**config.mk**
```make
export PLATFORM = sky130hd
export DESIGN_NAME = sync_hunt_rx
export DESIGN_NICKNAME = d
export VERILOG_FILES = /design/src/rtl/shr_pkg.sv /design/src/rtl/shr_sync_detect.sv /design/src/rtl/shr_byte_packer.sv /design/src/rtl/sync_hunt_rx.sv
export SDC_FILE = /design/constraint.sdc
export NUM_CORES = 1
export LEC_CHECK = 0
export ABC_AREA = 1
export CORE_ASPECT_RATIO = 1.5
export CORE_MARGIN = 4
export CORE_UTILIZATION = 48
export CTS_CLUSTER_DIAMETER = 120
export DETAILED_ROUTE_END_ITERATION = 10
export GPL_ROUTABILITY_DRIVEN = 0
export PLACE_DENSITY = 0.76
export SYNTH_ARGS = -nofsm -noshare
export SYNTH_HDL_FRONTEND = slang
export SYNTH_SLANG_ARGS = --single-unit
```
**constraint.sdc**
```tcl
create_clock -name clk -period 1.65 [get_ports clk]
set_input_delay 0.33 -clock clk [delete_from_list [all_inputs] [get_ports clk]]
set_output_delay 0.33 -clock clk [all_outputs]
set_load 0.05 [all_outputs]
```
**src/rtl/shr_pkg.sv**
```systemverilog
package shr_pkg;

    localparam int SYNC_W = 16;
    localparam int FILL_W = $clog2(SYNC_W + 1);

    typedef enum logic [1:0] {
        LEN_EXT = 2'b00,
        LEN_4   = 2'b01,
        LEN_8   = 2'b10,
        LEN_16  = 2'b11
    } sync_len_e;

    typedef enum logic {
        ST_HUNT = 1'b0,
        ST_LOCK = 1'b1
    } rx_state_e;

    function automatic logic [SYNC_W-1:0] len_mask(sync_len_e l);
        case (l)
            LEN_4:   return SYNC_W'(16'h000F);
            LEN_8:   return SYNC_W'(16'h00FF);
            LEN_16:  return {SYNC_W{1'b1}};
            default: return '0;
        endcase
    endfunction

    function automatic logic [FILL_W-1:0] len_bits(sync_len_e l);
        case (l)
            LEN_4:   return FILL_W'(4);
            LEN_8:   return FILL_W'(8);
            LEN_16:  return FILL_W'(16);
            default: return '0;
        endcase
    endfunction

endpackage

```
**src/rtl/shr_sync_detect.sv**
```systemverilog
module shr_sync_detect
    import shr_pkg::*;
(
    input  logic              clk,
    input  logic              rst,
    input  logic              clr,
    input  logic              sh,
    input  logic              bit_in,
    input  sync_len_e         len,
    input  logic [SYNC_W-1:0] pat,
    output logic              match,
    output logic              last_bit
);

    logic [SYNC_W-1:0] hist;
    logic [SYNC_W-1:0] hist_nx;
    logic [FILL_W-1:0] fill;
    logic              enough;

    assign hist_nx  = {hist[SYNC_W-2:0], bit_in};
    assign enough   = (FILL_W'(fill + 1'b1) >= len_bits(len));
    assign match    = sh && (len != LEN_EXT) && enough &&
                      (((hist_nx ^ pat) & len_mask(len)) == '0);
    assign last_bit = hist[0];

    always_ff @(posedge clk) begin
        if (rst || clr) begin
            hist <= '0;
            fill <= '0;
        end else if (sh) begin
            hist <= hist_nx;
            if (fill != FILL_W'(SYNC_W))
                fill <= fill + 1'b1;
        end
    end

    assert_fill_hold_R12: assert property (@(posedge clk) disable iff (rst)
        (!sh && !clr) |=> $stable(fill));

endmodule

```
**src/rtl/shr_byte_packer.sv**
```systemverilog
module shr_byte_packer #(
    parameter int W   = 8,
    parameter int NIB = 4
) (
    input  logic           clk,
    input  logic           rst,
    input  logic           clr,
    input  logic           strip_arm,
    input  logic           ld,
    input  logic           ld_two,
    input  logic [1:0]     ld_bits,
    input  logic           sh,
    input  logic           bit_in,
    input  logic [NIB-1:0] strip_pat,
    output logic [W-1:0]   data_out,
    output logic           data_vld
);

    localparam int CW = $clog2(W);

    logic [W-1:0]  acc;
    logic [W-1:0]  acc_nx;
    logic [CW-1:0] cnt;
    logic          stripping;

    assign acc_nx = {acc[W-2:0], bit_in};

    always_ff @(posedge clk) begin
        if (rst) begin
            acc       <= '0;
            cnt       <= '0;
            stripping <= 1'b0;
            data_out  <= '0;
            data_vld  <= 1'b0;
        end else begin
            data_vld <= 1'b0;
            if (clr) begin
                acc       <= '0;
                cnt       <= '0;
                stripping <= strip_arm;
            end else if (ld) begin
                acc       <= ld_two ? W'(ld_bits) : W'(ld_bits[0]);
                cnt       <= ld_two ? CW'(2) : CW'(1);
                stripping <= 1'b0;
            end else if (sh) begin
                acc <= acc_nx;
                if (stripping && cnt == CW'(NIB - 1)) begin
                    if (acc_nx[NIB-1:0] == strip_pat) begin
                        cnt <= '0;
                    end else begin
                        stripping <= 1'b0;
                        cnt       <= CW'(NIB);
                    end
                end else if (cnt == CW'(W - 1)) begin
                    data_out <= acc_nx;
                    data_vld <= 1'b1;
                    cnt      <= '0;
                end else begin
                    cnt <= cnt + 1'b1;
                end
            end
        end
    end

    assert_vld_single_R6: assert property (@(posedge clk) disable iff (rst)
        data_vld |=> !data_vld);

    assert_cnt_idle_R12: assert property (@(posedge clk) disable iff (rst)
        (!sh && !ld && !clr) |=> $stable(cnt));

    assert_strip_no_rearm_R9: assert property (@(posedge clk) disable iff (rst)
        $rose(stripping) |-> $past(clr));

endmodule

```
**src/rtl/sync_hunt_rx.sv**
```systemverilog
module sync_hunt_rx
    import shr_pkg::*;
#(
    parameter int BYTE_W = 8,
    parameter int NIB_W  = 4
) (
    input  logic              clk,
    input  logic              rst,
    input  logic              en,
    input  logic [1:0]        len_sel,
    input  logic [SYNC_W-1:0] sync_pat,
    input  logic              strip_en,
    input  logic              cd_mode,
    input  logic              cd_late,
    input  logic              hunt_cmd,
    input  logic              bit_valid,
    input  logic              bit_in,
    input  logic              ext_sync,
    input  logic              cd_in,
    output logic [BYTE_W-1:0] rx_byte,
    output logic              rx_valid,
    output logic              aligned
);

    rx_state_e state;
    sync_len_e len;
    logic      sync_sig;
    logic      ext_hit;
    logic      pat_hit;
    logic      lock_now;
    logic      drop;
    logic      last_bit;
    logic      pk_clr;
    logic      pk_ld;
    logic      pk_sh;

    assign len      = sync_len_e'(len_sel);
    assign sync_sig = cd_mode ? cd_in : ext_sync;
    assign drop     = !en || hunt_cmd;
    assign ext_hit  = bit_valid && (len == LEN_EXT) && sync_sig;
    assign lock_now = (state == ST_HUNT) && !drop && (pat_hit || ext_hit);
    assign pk_ld    = lock_now && ext_hit;
    assign pk_clr   = drop || ((state == ST_HUNT) && !pk_ld);
    assign pk_sh    = (state == ST_LOCK) && !drop && bit_valid;
    assign aligned  = (state == ST_LOCK);

    shr_sync_detect u_det (
        .clk      (clk),
        .rst      (rst),
        .clr      (!en),
        .sh       (bit_valid && en),
        .bit_in   (bit_in),
        .len      (len),
        .pat      (sync_pat),
        .match    (pat_hit),
        .last_bit (last_bit)
    );

    shr_byte_packer #(.W(BYTE_W), .NIB(NIB_W)) u_pack (
        .clk       (clk),
        .rst       (rst),
        .clr       (pk_clr),
        .strip_arm (strip_en && (len == LEN_4)),
        .ld        (pk_ld),
        .ld_two    (cd_mode && cd_late),
        .ld_bits   ({last_bit, bit_in}),
        .sh        (pk_sh),
        .bit_in    (bit_in),
        .strip_pat (sync_pat[NIB_W-1:0]),
        .data_out  (rx_byte),
        .data_vld  (rx_valid)
    );

    always_ff @(posedge clk) begin
        if (rst)           state <= ST_HUNT;
        else if (drop)     state <= ST_HUNT;
        else if (lock_now) state <= ST_LOCK;
    end

    assert_reset_idle_R1: assert property (@(posedge clk)
        rst |=> (!aligned && !rx_valid));

    assert_drop_hunts_R7: assert property (@(posedge clk) disable iff (rst)
        drop |=> !aligned);

    assert_lock_on_strobe_R12: assert property (@(posedge clk) disable iff (rst)
        $rose(aligned) |-> $past(bit_valid));

    assert_valid_when_locked_R6: assert property (@(posedge clk) disable iff (rst)
        rx_valid |-> $past(aligned));

endmodule

```
[Yosys cells after proc, flatten, opt, wreduce, memory -nomap -nowiden]
Index checks and enable logic that the tools add are counted.
Word-level totals
  flip-flop bits (word level): 41
  bits of input ports: 29
  word-level logic and storage cells: 78
  output and inout port bits: 10
Operators by class
  order comparisons: 1
  add/sub/neg operators: 2
  equal/unequal tests: 8
  mux-type cells: 18
  bitwise logic cells: 7
  reduce and logical (&&, ||, !) cells: 34
Operator list (count)
  case mux 16 bit (3 select lines): 1
  bitwise AND 16 bit: 1
  zero test 16 bit: 1
  XOR 16 bit: 1
  logical AND 1 bit: 15
  2-to-1 mux 3 bit: 5
  case mux 5 bit (3 select lines): 1
  2-to-1 mux 7 bit: 2
  2-to-1 mux 1 bit: 7
  nonzero test 3 bit: 2
  adder 5 x 1 -> 5 bit, second input constant: 1
  >= comparator 5 bit: 1
  != test 5 bit, second input constant: 1
  NOT 1 bit: 5
  AND reduction 5 bit: 1
  OR reduction 5 bit: 1
  == test 2 bit, second input constant: 2
  == test 4 bit: 1
  logical OR 1 bit: 4
  2-to-1 mux 2 bit: 2
  nonzero test 2 bit: 2
  OR reduction 2 bit: 2
  adder 3 x 1 -> 3 bit, second input constant: 1
  == test 3 x 2 -> 1 bit, second input constant: 1
  other kinds (7): 9

[Logic depth before layout (Yosys ltp)]
  depth after elaboration: 13
  depth in mapped cells: 11
  mapped depth without buffers: 10

[Hierarchy]
A second synthesis with hierarchy kept.
Unflattened totals
  cells, all modules: 344
  area, all modules: 2258.4 µm²
By module, submodules not included
  shr_sync_detect: instances 1, area each 1168.6 µm², cells an instance 184, seq. area each 400.4 µm²
  shr_byte_packer: instances 1, area each 948.4 µm², cells an instance 132, seq. area each 400.4 µm²
  sync_hunt_rx: instances 1, area each 141.4 µm², cells an instance 28, seq. area each 20.0 µm²

[Least setup slack after synthesis]
Ideal clock, no wire load.
  path kind: register to register
  from: register u_det.fill[0]
  to: register state, in the netlist aligned
  library setup time: 0.117 ns
  stages on the path, launching flop included: 9
  slack: 0.109 ns
  buffers on the path: 0
  data arrival time: 1.425 ns
  data required time: 1.533 ns
  period minus slack after synthesis: 1.541 ns
  cells stage by stage: dfxtp_1 ha_1 nand3_1 xor2_1 ha_1 a21oi_1 o211ai_1 nand3_1 nand2_1
Between the ends
  cells in the longest elaborated chain, start to end: 6
RTL lines
  start: declaration: line shr_sync_detect.sv:17  | logic [FILL_W-1:0] fill;
  start signal: assignment: line shr_sync_detect.sv:33  | fill <= fill + 1'b1;
  adder 5 x 1 -> 5 bit: line shr_sync_detect.sv:21  | assign enough = (FILL_W'(fill + 1'b1) >= len_bits(len));
  >= comparator 5 bit: line shr_sync_detect.sv:21
  logical AND 1 bit (2 in series): line shr_sync_detect.sv:22  | assign match = sh && (len != LEN_EXT) && enough &&
  logical OR 1 bit: line sync_hunt_rx.sv:41  | assign lock_now = (state == ST_HUNT) && !drop && (pat_hit || ext_hit);
  logical AND 1 bit: line sync_hunt_rx.sv:41
  end signal: assignment: line sync_hunt_rx.sv:75  | if (rst) state <= ST_HUNT;
  end signal: assignment: line sync_hunt_rx.sv:76  | else if (drop) state <= ST_HUNT;
  end signal: assignment: line sync_hunt_rx.sv:77  | else if (lock_now) state <= ST_LOCK;
  end: declaration: line sync_hunt_rx.sv:25  | rx_state_e state;
Every way passes these cells.
A chain may end at the register's enable or synchronous reset.

[Worst setup path after layout]
Same ends and word-level chain as after synthesis.

==> metrics <==
status=finished, final reports clean; detailed-route DRC error count=0; GRT Util Overall=0.176; CP startpoint kind=register; hold path start=u_pack.acc[6]; GR Overflow Total=0; final hold vios=0; io pins=39; r2r setup slk=0.02 ns; Final Critical Period=1.63 ns; Post-Synthesis Cells=365; synth unique cells=28; cells on worst reg2reg path=8; total power=0.00215 W; Max Slew Vio Count=0; largest net degree at the start of global routing=17; vias in the first global route=2127; pre-CTS WS=-0.182 ns; core area=~4600 µm²; top cell type's share of synthesized area=0.355; ranking of synthesized cells by area=dfxtp_1, nand2_1, inv_1, a21oi_1, nor2_1; Die ar.=6010 µm²; WL per Instance=~10 µm; RSZ-0062 raised after global routing=true; R2R Path End=aligned; PwrDens=714 nW/µm²; final WL=5120 µm; H-tree depth=2; Crit. End Element=register; hpwl dp=3950 µm; root buf cell=clkbuf_8; Area Overhead vs Synth=30.5%; synthesis-stage register bit count=around 40; via count=roughly 2300; worst skew pair latency=0.29 ns; cts hold-fix bufs=0; total CTS buffers=5; Worst Path Required=1.83 ns; die width=64.7 µm; P_leak=1.50 nW; period utilisation layout=0.989; CP Max Fanout=3; first-pass detailed-route iteration total=4; Synth Area per Inst=6.33 µm²; first-pass GRT wire length=between 8000 and 9000 µm; DR iter-0 viols=80; prevailing post-synth register cell=dfxtp_1; initial core utilization=0.505; die height=93.0 µm; Yosys warning count=0; Slew @ Worst Pin=between 0.2 and 0.3 ns; Cell Area, Synth=2310 µm²; CP Class=register to register; final setup vio count=0; worst hold path type=register to register; CTS clk-pin slew, worst paths=0.08 ns; part of the Yosys area used for sequential elements=0.355; hold path cells=2; routed vias/inst=between 4 and 5; Final ANT Viol Nets=0; commonest non-fill, non-tap cell in the layout=nand2_1; WHS Endpoint=u_pack.acc[6]; Worst Path Arrival=around 1.8 ns; CTS tree=yes; Clock Skews=0.00360 ns; Mapped Nets=403; Max Buffers Root-to-Sink=2; VDD IR max=0.545 mV; fraction of registers with async set or reset after synthesis=0; diode count=0; I/O Buffers=38; max_cap viols=0; Post-synth EDFFs=0; row count=30; slack of the critical path=0.0187 ns; achievable clock frequency=613 MHz; initial antenna violation count=0; RR Startpoint=u_det.fill[0]; slew margin rel.=0.803; most frequent cells in the layout=nand2_1, inv_1, dfxtp_1; Synth area leader=dfxtp_1; share of cells above drive strength 1=0.127; CTS Sinks=41; post-layout net count=461; Core Util, Final=0.658
## Yosys cell counts (2+ instances only)
cell type	n
nand2_1	112
inv_1	69
dfxtp_1	41
nor2_1	37
a21oi_1	29
o21ai_0	23
nand3_1	13
ha_1	9
inv_2	4
xor2_1	3
a211oi_1	2
buf_2	2
clkbuf_1	2
nand3_4	2
nand4_1	2
nor2_4	2
o21ai_1	2
## metal layers
metal	share of wire	routed length (µm)	GRT usage
met1	0.40	2030	0.181
met2	0.55	2790	0.348
met3	0.038	192	0.0373
met4	0.019	97	0.0494
met5	0	0	0
## worst max path at each step
stage                   from  endpoint  slack, ns  depth (start not counted)
3_5_place_dp      len_sel[1]   aligned      -0.18                          7
6_report       u_det.fill[0]   aligned       0.02                          8
5_1_grt        u_det.fill[0]   aligned      -0.09                          8
2_1_floorplan  u_det.fill[0]   aligned       0.11                          8
3_3_place_gp      len_sel[1]   aligned      -0.17                          7
4_1_cts        u_det.fill[0]   aligned       0.01                          8
## per-stage QoR
stage | std cells | hold WS [ns] | setup TNS, ns | instance area, µm²
after global routing | 488 | 0.503 | -0.0856 | 3020
after global placement | 479 | 0.456 | -2.21 | 2860
after detailed placement | 479 | 0.463 | -3.06 | 2860
final | 488 | 0.472 | 0 | 3020
after floorplan | 365 | 0.409 | 0 | 2310
after CTS | 487 | 0.475 | 0 | 2980
## worst max-delay path: stages (launching register included)
cell and delay (ns):
dfxtp_2 0.36, ha_4 0.15, nand3_1 0.08, xor2_1 0.22, ha_1 0.31, a21oi_2 0.15, o211ai_1 0.10, nand3_1 0.10
nand2_1 0.05
## registers in the layout, indices dropped and copies added (netlist names)
signal and flops:
u_pack.data_out 8, u_pack.acc 7, u_pack.stripping 1, aligned 1, u_det.fill 5, u_pack.data_vld 1
u_pack.cnt 3, u_det.hist 15
## where the power goes
| part | total [W] | switching (W) | internal (W) |
|---|---|---|---|
| Sequential | 0.00103 | 0.0000155 | 0.00101 |
| Clock | 0.000838 | 0.000345 | 0.000493 |
| Combinational | 0.000290 | 0.000147 | 0.000143 |
## cells by family after synthesis
kind of cell    synth area share
fa+ha+maj                 0.0487
buf+inv                    0.136
simple gates               0.311
compound gates             0.137
flops                      0.355
xor+xnor                  0.0114
## cell type report
| class | count | area [µm²] |
|---|---|---|
| Clock buffer | 7 | 86.3 |
| Clock inverter | 1 | 30.0 |
| Fill cell | 416 | 1560 |
| Inverter | 74 | 278 |
| Multi-Input combinational cell | 243 | 1200 |
| Sequential cell | 41 | 823 |
| Tap cell | 64 | 80.1 |
| Timing Repair Buffer | 58 | 518 |
## what timing repair did
action,4_1_cts,5_1_grt
endpoints found under the setup margin,0,4
gates resized for setup,0,7
setup buffers,0,1
(Power assumes the default switching activity.)
